==> src/rtl/irq_agg_pkg.sv <==
package irq_agg_pkg;
  // Default number of event sources feeding the aggregator
  localparam int unsigned SRC_COUNT_DEF = 11;
endpackage

==> src/rtl/irq_en_reg.sv <==
module irq_en_reg #(
  parameter int unsigned NSRC = irq_agg_pkg::SRC_COUNT_DEF
) (
  input  logic            clk,
  input  logic            rst_n,
  input  logic            wr_i,
  input  logic [NSRC-1:0] wdata_i,
  output logic [NSRC-1:0] en_o
);
  logic [NSRC-1:0] en_q;
  logic [NSRC-1:0] en_nxt;

  always_comb begin
    en_nxt = wdata_i;
  end

  always_ff @(posedge clk or negedge rst_n) begin
    if (!rst_n) begin
      en_q <= '0;
    end else if (wr_i) begin
      en_q <= en_nxt;
    end
  end

  assign en_o = en_q;


  en_load_chk: assert property (@(posedge clk) disable iff (!rst_n)
    wr_i |=> (en_o == $past(wdata_i)));


  en_hold_chk: assert property (@(posedge clk) disable iff (!rst_n)
    !wr_i |=> $stable(en_o));
endmodule

==> src/rtl/irq_evt_flags.sv <==
module irq_evt_flags #(
  parameter int unsigned NSRC = irq_agg_pkg::SRC_COUNT_DEF
) (
  input  logic            clk,
  input  logic            rst_n,
  input  logic [NSRC-1:0] evt_i,
  input  logic [NSRC-1:0] set_sw_i,
  input  logic [NSRC-1:0] clr_sw_i,
  output logic [NSRC-1:0] flag_o
);
  logic [NSRC-1:0] flag_q;

  for (genvar i = 0; i < NSRC; i++) begin : g_bit
    logic upd;
    logic nxt;

    // Set has priority over clear so no hardware event is lost
    always_comb begin
      upd = evt_i[i] | set_sw_i[i] | clr_sw_i[i];
      nxt = evt_i[i] | set_sw_i[i] | (flag_q[i] & ~clr_sw_i[i]);
    end

    always_ff @(posedge clk or negedge rst_n) begin
      if (!rst_n) begin
        flag_q[i] <= 1'b0;
      end else if (upd) begin
        flag_q[i] <= nxt;
      end
    end


    flag_set_chk: assert property (@(posedge clk) disable iff (!rst_n)
      (evt_i[i] || set_sw_i[i]) |=> flag_o[i]);


    flag_clr_chk: assert property (@(posedge clk) disable iff (!rst_n)
      (clr_sw_i[i] && !evt_i[i] && !set_sw_i[i]) |=> !flag_o[i]);


    flag_hold_chk: assert property (@(posedge clk) disable iff (!rst_n)
      (flag_o[i] && !clr_sw_i[i]) |=> flag_o[i]);
  end

  assign flag_o = flag_q;
endmodule

==> src/rtl/irq_pulse_gen.sv <==
module irq_pulse_gen (
  input  logic clk,
  input  logic rst_n,
  input  logic pending_i,
  input  logic gclr_i,
  output logic gflag_o,
  output logic pulse_o
);
  logic gflag_q;
  logic gflag_nxt;
  logic pulse_q;
  logic pulse_nxt;
  logic fire;

  always_comb begin
    fire      = pending_i & ~gflag_q;
    gflag_nxt = fire | (gflag_q & ~gclr_i);
    pulse_nxt = fire;
  end

  always_ff @(posedge clk or negedge rst_n) begin
    if (!rst_n) begin
      gflag_q <= 1'b0;
      pulse_q <= 1'b0;
    end else begin
      gflag_q <= gflag_nxt;
      pulse_q <= pulse_nxt;
    end
  end

  assign gflag_o = gflag_q;
  assign pulse_o = pulse_q;


  pulse_width_chk: assert property (@(posedge clk) disable iff (!rst_n)
    pulse_o |=> !pulse_o);


  gflag_block_chk: assert property (@(posedge clk) disable iff (!rst_n)
    gflag_o |=> !pulse_o);


  pulse_cause_chk: assert property (@(posedge clk) disable iff (!rst_n)
    pulse_o |-> $past(pending_i));
endmodule

==> src/rtl/irq_flag_agg.sv <==
module irq_flag_agg #(
  parameter int unsigned NSRC = irq_agg_pkg::SRC_COUNT_DEF,
  localparam int unsigned FW  = NSRC + 1
) (
  input  logic            clk,
  input  logic            rst_n,
  input  logic [NSRC-1:0] evt_strobe,
  input  logic            en_wr,
  input  logic [NSRC-1:0] en_wdata,
  output logic [NSRC-1:0] en_q,
  input  logic            clr_wr,
  input  logic [FW-1:0]   clr_wdata,
  input  logic            frc_wr,
  input  logic [NSRC-1:0] frc_wdata,
  output logic [FW-1:0]   flag_q,
  output logic            irq_pulse
);
  localparam int unsigned GIDX = NSRC;

  logic [NSRC-1:0] set_sw;
  logic [NSRC-1:0] clr_sw;
  logic [NSRC-1:0] evt_flags;
  logic [NSRC-1:0] en_mask;
  logic            gclr;
  logic            pending;
  logic            gflag;

  always_comb begin
    set_sw  = frc_wr ? frc_wdata : '0;
    clr_sw  = clr_wr ? clr_wdata[NSRC-1:0] : '0;
    gclr    = clr_wr & clr_wdata[GIDX];
    pending = |(evt_flags & en_mask);
  end

  irq_en_reg #(.NSRC(NSRC)) en_i (
    .clk     (clk),
    .rst_n   (rst_n),
    .wr_i    (en_wr),
    .wdata_i (en_wdata),
    .en_o    (en_mask)
  );

  irq_evt_flags #(.NSRC(NSRC)) flags_i (
    .clk      (clk),
    .rst_n    (rst_n),
    .evt_i    (evt_strobe),
    .set_sw_i (set_sw),
    .clr_sw_i (clr_sw),
    .flag_o   (evt_flags)
  );

  irq_pulse_gen pgen_i (
    .clk       (clk),
    .rst_n     (rst_n),
    .pending_i (pending),
    .gclr_i    (gclr),
    .gflag_o   (gflag),
    .pulse_o   (irq_pulse)
  );

  assign en_q   = en_mask;
  assign flag_q = {gflag, evt_flags};


  pulse_sets_gflag_chk: assert property (@(posedge clk) disable iff (!rst_n)
    irq_pulse |-> flag_q[GIDX]);


  enable_fire_chk: assert property (@(posedge clk) disable iff (!rst_n)
    (!flag_q[GIDX] && (|(flag_q[NSRC-1:0] & en_q))) |=> irq_pulse);
endmodule

==> config.mk <==
export PLATFORM = sky130hd
export DESIGN_NAME = irq_flag_agg
export DESIGN_NICKNAME = d
export VERILOG_FILES = /design/src/rtl/irq_agg_pkg.sv /design/src/rtl/irq_en_reg.sv /design/src/rtl/irq_evt_flags.sv /design/src/rtl/irq_pulse_gen.sv /design/src/rtl/irq_flag_agg.sv
export SDC_FILE = /design/constraint.sdc
export NUM_CORES = 1
export LEC_CHECK = 0
export BUFFER_PORTS_ARGS = -buffer_cell sky130_fd_sc_hd__buf_2
export CAP_MARGIN = 5
export CELL_PAD_IN_SITES_DETAIL_PLACEMENT = 1
export CELL_PAD_IN_SITES_GLOBAL_PLACEMENT = 2
export CORE_ASPECT_RATIO = 1.75
export CORE_MARGIN = 2
export CORE_UTILIZATION = 22
export CTS_CLUSTER_DIAMETER = 60
export DETAILED_ROUTE_END_ITERATION = 12
export PLACE_DENSITY = 0.8
export SLEW_MARGIN = 5
export SYNTH_ARGS = -nofsm -noshare
export SYNTH_HDL_FRONTEND = slang
export SYNTH_SLANG_ARGS = --single-unit
export TNS_END_PERCENT = 50
==> constraint.sdc <==
create_clock -name clk -period 1.4 [get_ports clk]
set_input_delay 0.07 -clock clk [delete_from_list [all_inputs] [get_ports clk]]
set_output_delay 0.07 -clock clk [all_outputs]
set_load 0.05 [all_outputs]
Word-level counts from Yosys, hierarchy flattened
Cells that the tools add are included.
- memories kept: 0
- bits in latches: 0
- memory bits (read-only): 0
- bits in writable memories: 0
- register bits after elaboration: 24
- output and inout port bits: 24
- word-level logic and storage cells: 79
- shifts and indexed selects: 0
- add/subtract/negate cells: 0
- order comparisons: 0
- muxes and demuxes: 2
- bitwise logic cells: 62
- divide/modulo/power cells: 0
- reductions and logical operators: 1
- equal/unequal tests: 0
- multipliers: 0
- operators with widths (kind ; count):
    1-bit bitwise OR ; 34
    11-bit 2-to-1 mux ; 2
    1-bit AND ; 14
    1-bit NOT ; 13
    11-bit AND ; 1
    11-bit OR reduction ; 1

Logic depth before layout (Yosys ltp)
Gate-level depths: netlist of run 1.
- word-level depth: 4
- mapped depth: 3
- gate-level depth less buffers: 3

Hierarchy
Synthesis of run 1 repeated with hierarchy kept, for this count alone.
- cell total of the unflattened synthesis: 105
- area, all modules: 1143.6 um^2
- by module, submodules not included (module ; area each (um^2) ; instances ; cells each ; sequential area each (um^2)):
    irq_en_reg ; 447.9 ; 1 ; 23 ; 275.3
    irq_evt_flags ; 412.9 ; 1 ; 44 ; 275.3
    irq_flag_agg ; 217.7 ; 1 ; 33 ; 0.0
    irq_pulse_gen ; 65.1 ; 1 ; 5 ; 50.0

Least setup slack after synthesis of run 1
Ideal clock, no wire load.
- kind: flip-flop to flip-flop
- from: reg en_i.en_q[0], in the netlist en_i.en_o[0]
- to: reg pgen_i.gflag_q, in the netlist pgen_i.gflag_o
- buffers on the path: 0
- arrival: 1.106 ns
- setup slack: 0.154 ns
- period minus slack after synthesis: 1.246 ns
- cell stages (with the launch flop): 3
- data required time: 1.260 ns
- path through: dfrtp_1 a222oi_1 a31oi_1
- word-level cells in the longest chain between the ends: 4
- ends and longest elaborated chain (element ; line ; source):
    start, declared ; irq_en_reg.sv:10 ; logic [NSRC-1:0] en_q;
    start signal, assigned ; irq_en_reg.sv:21 ; en_q <= en_nxt;
    11-bit AND ; irq_flag_agg.sv:32 ; pending = |(evt_flags & en_mask);
    11-bit OR reduction ; irq_flag_agg.sv:32 ;
    1-bit AND ; irq_pulse_gen.sv:16 ; fire = pending_i & ~gflag_q;
    1-bit bitwise OR ; irq_pulse_gen.sv:17 ; gflag_nxt = fire | (gflag_q & ~gclr_i);
    via pgen_i.gflag_nxt ; irq_pulse_gen.sv:10 ; logic gflag_nxt;
    end signal, assigned ; irq_pulse_gen.sv:26 ; gflag_q <= gflag_nxt;
    end, declared ; irq_pulse_gen.sv:9 ; logic gflag_q;
The timed path passes the listed nets, and every way through them passes these cells.
A chain may end at the register's enable or synchronous reset.

Final worst setup path of run 1
- from: reg en_i.en_q[3], in the netlist en_i.en_o[3]
- to: reg pgen_i.gflag_q, in the netlist pgen_i.gflag_o
The elaborated chain is that of the path after synthesis.

==> metrics, run 1 <==
H-tree depth 1; Initial Utilization between 20% and 30%; gpl congestion slightly below 0.8; DPL Wire Length ~2600 um; DR vias/cell between 4 and 5; Peak supply drop roughly 420 uV; Worst setup SP type register; first-pass GRT wire length about 5000 um; met1 Use GR roughly 15%; global route hottest layer met2; Worst Skew 0.00564 ns; IO Port Bufs 73; pin count of the biggest net entering global routing 25; Comb power frac ~27%; DRT Pass-1 Iters 4; switching power share of the total between 30% and 40%; dominant cells by area after synthesis dfrtp_1 (61%), mux2_2 (13%), a221o_1 (11%); Pwr Density about 1100 nW/um2; WL final approximately 3200 um; Seq. cell area 601 um2; post-synthesis sequential area ratio roughly three fifths; area of the multi-input gates 343 um2; final max-slew violation count 0; max_cap viols 0; met2 Use GR between 20% and 30%; DRC 0; worst-case clock buffer depth 2; Core Area around 4300 um2; clock-pin slew on the worst setup and hold paths approximately 0.08 ns; achievable clock frequency between 0.8 and 0.9 GHz; Die ar. approximately 5000 um2; share of cells above drive strength 1 61.1%; Tot GR Track Use between 10% and 20%; Final min period 1.16 ns; 1st-iter DRT viols 11; # IOs 74; syn_area_per_cell between 10 and 15 um2; post-CTS resize count 0; wire per inst 16.4 um; final worst slack 0.238 ns; antenna violations before repair 0; CP Capture Type register; Setup CP Type register to register; HP Class input port to register; crit path max fanout 3; FP Rows 32; number of CTS-inserted buffers 3; die height between 90 and 100 um; Worst Path Arrival ~1.3 ns; register bit total from synthesis 24; Synthesis Warnings 0; Synth top area share 61.4%; nets ~200; most frequent cells in the layout buf_2 (73), dfrtp_1 (24), nand2_1 (11), a221o_1 (11), mux2_2 (11); Die W ~54 um; Worst EP required approximately 1.5 ns; register share of total power about half; DR vias between 900 and 1,000; CTS tree built; synthesized area between 900 and 1000 um2; vias in the first global route about 1,000; pre-CTS WS about 0.21 ns; crit-path cells a22oi_1, and4_1, a31oi_1; Int Power about 1.1 mW; most common cell after layout, fill and taps aside buf_2; ANT nets after route 0; Syn Inst Count 71; status finished clean; Final Hold Fails 0; Fin Setup TNS 0 ns; max incr delay on CP approximately 0.40 ns; met3 Track Usage GR ~1.5%; final worst-path cycle share between 80 and 90%; clock share of power around 24%; CTS root buf clkbuf_8; Post-Syn Nets 121; Sink Count 24; leading area contributor after synthesis dfrtp_1; P&R area growth vs syn 45.9%; count of cell types in the netlist 14; worst-margin pin slew around 0.54 ns; Setup violations, final 0; relative slew slack between 60% and 70%; clk_lat worst skew around 0.26 ns; leak pwr approximately 0.68 nW; RSZ-0062 raised after global routing no; number of fill cells in the layout ~520; CP max stage cell dfrtp_1; grt ovf 0; ANT cells 0; final hold slack around 0.007 ns; Psw 0.536 mW
[critical path, delay by kind of cell (launching register included)]
family           cells  cell delay (ns)
AO/OA/AOI/OAI        2             0.36
flip-flops           1             0.40
AND/OR/NAND/NOR      1             0.27
[layout make-up]
cell class	count	share of cell area [%]
clock buffer	3	2.89
inverter	1	0.263
sequential	24	42.1
timing repair buffer	74	26.3
tap	51	4.47
multi-input combinational	42	24.0
[timing repair]
action | CTS | global route
setup buffers | 0 | 0
hold endpoints to repair | 24 | 0
hold buffers | 1 | 0
endpoints found under the setup margin | 0 | 0
[logic make-up (layout without fill, tap and decap cells)]
group	after synthesis	count (layout)	share of synthesized area, %
compound gates	18	18	16.5
buf+inv	5	78	3.58
mux	11	11	12.7
simple gates	13	13	5.88
flops	24	24	61.4
[synth_stat cells]
master / number
a222oi_1: 1
dfrtp_1: 24
buf_2: 1
a31oi_1: 1
inv_1: 1
and3_2: 1
buf_6: 1
mux2_2: 11
a21oi_1: 1
nand2_1: 11
buf_4: 2
a221o_1: 11
a22oi_1: 4
and4_1: 1
[flip-flops by register name (all words and copies together), names as in the netlist]
signal / flops
pgen_i.gflag_o: 1
en_i.en_o: 11
pgen_i.pulse_o: 1
flags_i.flag_o: 11
[stage by stage]
| step | cells | power (mW) | utilization [%] | instance area [um2] |
|---|---|---|---|---|
| after global routing | 195 | 1.71 | 33.0 | 1430 |
| after detailed placement | 191 | 1.24 | 31.8 | 1380 |
| after floorplan | 71 | 1.07 | - | 978 |
| after global placement | 191 | 1.23 | 31.8 | 1380 |
| final | 195 | 1.61 | 33.0 | 1430 |
| after CTS | 195 | 1.64 | 33.0 | 1430 |
[power groups by stage]
| stage | clock [mW] | sequential, mW | combinational, mW |
|---|---|---|---|
| 5_1_grt | 0.449 | 0.794 | 0.463 |
| 3_5_place_dp | 0 | 0.801 | 0.441 |
| 4_1_cts | 0.412 | 0.786 | 0.444 |
| 2_1_floorplan | 0 | 0.976 | 0.0949 |
| 6_report | 0.394 | 0.786 | 0.435 |
| 3_3_place_gp | 0 | 0.796 | 0.430 |
[routing by layer]
metal	up-vias	share of wire, %
met5	-	0
met4	0	2.3
met3	4	5.3
met2	38	58
met1	452	34
li1	420	-
[worst paths after layout]
| path | start | to | slack (ns) | cells past startpoint |
|---|---|---|---|---|
| min in group asynchronous | rst_n | en_i.en_o[6] | 0.32 | 2 |
| worst max-delay path | en_i.en_o[3] | pgen_i.gflag_o | 0.24 | 3 |
| worst min register to register | pgen_i.gflag_o | pgen_i.pulse_o | 0.48 | 1 |
| max in group asynchronous | rst_n | pgen_i.gflag_o | 0.72 | 2 |
| worst max register to register | en_i.en_o[3] | pgen_i.gflag_o | 0.24 | 3 |
| worst min-delay path | evt_strobe[0] | flags_i.flag_o[0] | 0.007 | 2 |
Power figures use the tool's default switching activity.
==> inputs of run 2 (changes only) <==
==> constraint.sdc (replaced) <==
create_clock -name clk -period 1.14 [get_ports clk]
set_input_delay 0.057 -clock clk [delete_from_list [all_inputs] [get_ports clk]]
set_output_delay 0.057 -clock clk [all_outputs]
set_load 0.05 [all_outputs]
==> run 2 against run 1 <==
  * Utilization increased by 3.4 points
  * Routed wire length increased by 3.6%
  * Clock skew decreased by 0.0039 ns
  * Total power increased by 27%
  * Global-route usage decreased by 0.52 points
  * Die area unchanged
  * First-iteration DRC count decreased by 36%
  * Maximum frequency increased by 5.9%
  * Critical path type unchanged
  * Highest routed layer unchanged
==> metrics, run 2 (synthesized netlist as in run 1, its figures left out) <==
final max-slew violation count 0; RSZ-0062 raised after global routing yes; clock share of power 24.6%; r2r setup slk approximately 0.043 ns; # IOs 74; Setup violations, final 0; crit path max fanout 3; switching power share of the total 32.7%; clock-pin slew on the worst setup and hold paths 0.08 ns; status finished clean; IO Port Bufs 73; share of cells above drive strength 1 70.5%; number of CTS-inserted buffers 3; Finished Layout Cells 207; 1st-iter DRT viols 7; HP Class input port to register; Worst EP required between 1 and 1.5 ns; final worst-path cycle share roughly 96%; nets about 210; number of fill cells in the layout around 510; CTS tree built; Peak supply drop 516 uV; worst-margin pin slew roughly 0.55 ns; worst hold stages 2; first-pass GRT wire length ~4900 um; Final min period around 1.1 ns; Placement Cell Area between 1000 and 1500 um2; relative slew slack about 63%; Worst Skew roughly 0.0018 ns; antenna violations before repair 0; clk_lat worst skew about 0.26 ns; Die W 54.4 um; worst-case clock buffer depth 2; P&R area growth vs syn 60.7%; DR vias about 990; vias in the first global route around 1,100; WL final roughly 3300 um; CP endpoint pgen_i.gflag_o; Comb power frac ~28%; die height ~92 um; Die ar. 5020 um2; Tot GR Track Use between 10% and 20%; Worst Setup SP en_i.en_o[3]; Worst Path Arrival roughly 1.2 ns; Post-CTS Setup Bufs 0; Worst setup SP type register; Core Area around 4300 um2; register share of total power 47.8%; leak pwr 0.713 nW; ANT cells 0; Psw about 0.67 mW; max_cap viols 0; most frequent cells in the layout buf_2 (73), dfrtp_2 (21), dlygate4sd3_1 (12); Setup CP Type register to register; DRC 0; grt ovf 0; RR Startpoint en_i.en_o[3]; Pwr Density between 1000 and 1500 nW/um2; most common cell after layout, fill and taps aside buf_2; wire per inst 16.0 um; R2R cell count 3; ANT nets after route 0; DR vias/cell just under 5; Initial Utilization 22.6%; gpl congestion roughly 0.74; Final Hold Fails 0; Critical R2R Capture pgen_i.gflag_o; FP Rows 32; H-tree depth 1; DP Cell Count approximately 190; CTS root buf clkbuf_8; CP Capture Type register; total power around 2.0 mW; Sink Count 24; final hold slack 0.0254 ns; achievable clock frequency roughly 0.91 GHz; DRT Pass-1 Iters 4; pin count of the biggest net entering global routing 25; Int Power ~1.4 mW; Fin Setup TNS 0 ns; design area roughly 1600 um2
-- run 2: worst max-delay path, stage by stage, from the launching register on --
cell	delay, ns
dfrtp_2	0.42
a22oi_2	0.22
and4_1	0.24
a31oi_1	0.09
-- run 2: area by class of cell --
cell class | instances | area (um2) | area share [%]
Clock buffer | 4 | 45.0 | 2.86
Sequential cell | 24 | 627 | 39.9
Inverter | 1 | 3.75 | 0.239
Tap cell | 51 | 63.8 | 4.06
Multi-Input combinational cell | 42 | 348 | 22.1
Timing Repair Buffer | 85 | 485 | 30.9
-- run 2: timing repair --
action,4_1_cts,5_1_grt
pin swaps,0,1
gates resized for setup,1,0
setup endpoints to repair,2,1
hold endpoints to repair,35,0
hold buffers,12,0
-- run 2: worst min-delay path by stage --
stage | from | slack [ns] | endpoint
finish | en_wdata[5] | 0.03 | en_i.en_o[5]
global route | en_wdata[5] | 0.02 | en_i.en_o[5]
CTS | en_wdata[5] | 0.01 | en_i.en_o[5]
detailed placement | rst_n | 0.08 | flags_i.flag_o[6]
global placement | rst_n | 0.06 | flags_i.flag_o[6]
floorplan | rst_n | -0.24 | en_i.en_o[0]
-- run 2: through the flow --
step	util, %	setup WS [ns]
after floorplan	-	-0.0136
after global placement	32.4	0.0156
after detailed placement	32.4	-0.0239
after CTS	36.4	0.0256
after global routing	36.4	-0.0101
final	36.4	0.0428
-- run 2: layer usage --
metal | up-vias | track usage (%) | part of all wire (%)
met1 | 499 | 13.3 | 32
met3 | 6 | 1.47 | 5.5
met5 | - | 0 | 0
li1 | 444 | - | -
met4 | 0 | 6.04 | 2.1
met2 | 45 | 26.4 | 60
-- run 2: power by group through the flow --
stage	Combinational, mW	Sequential (mW)	Clock [mW]
floorplan	0.116	1.21	0
global placement	0.525	0.988	0
detailed placement	0.537	0.995	0
CTS	0.571	0.979	0.540
global route	0.598	0.989	0.552
finish	0.563	0.977	0.503
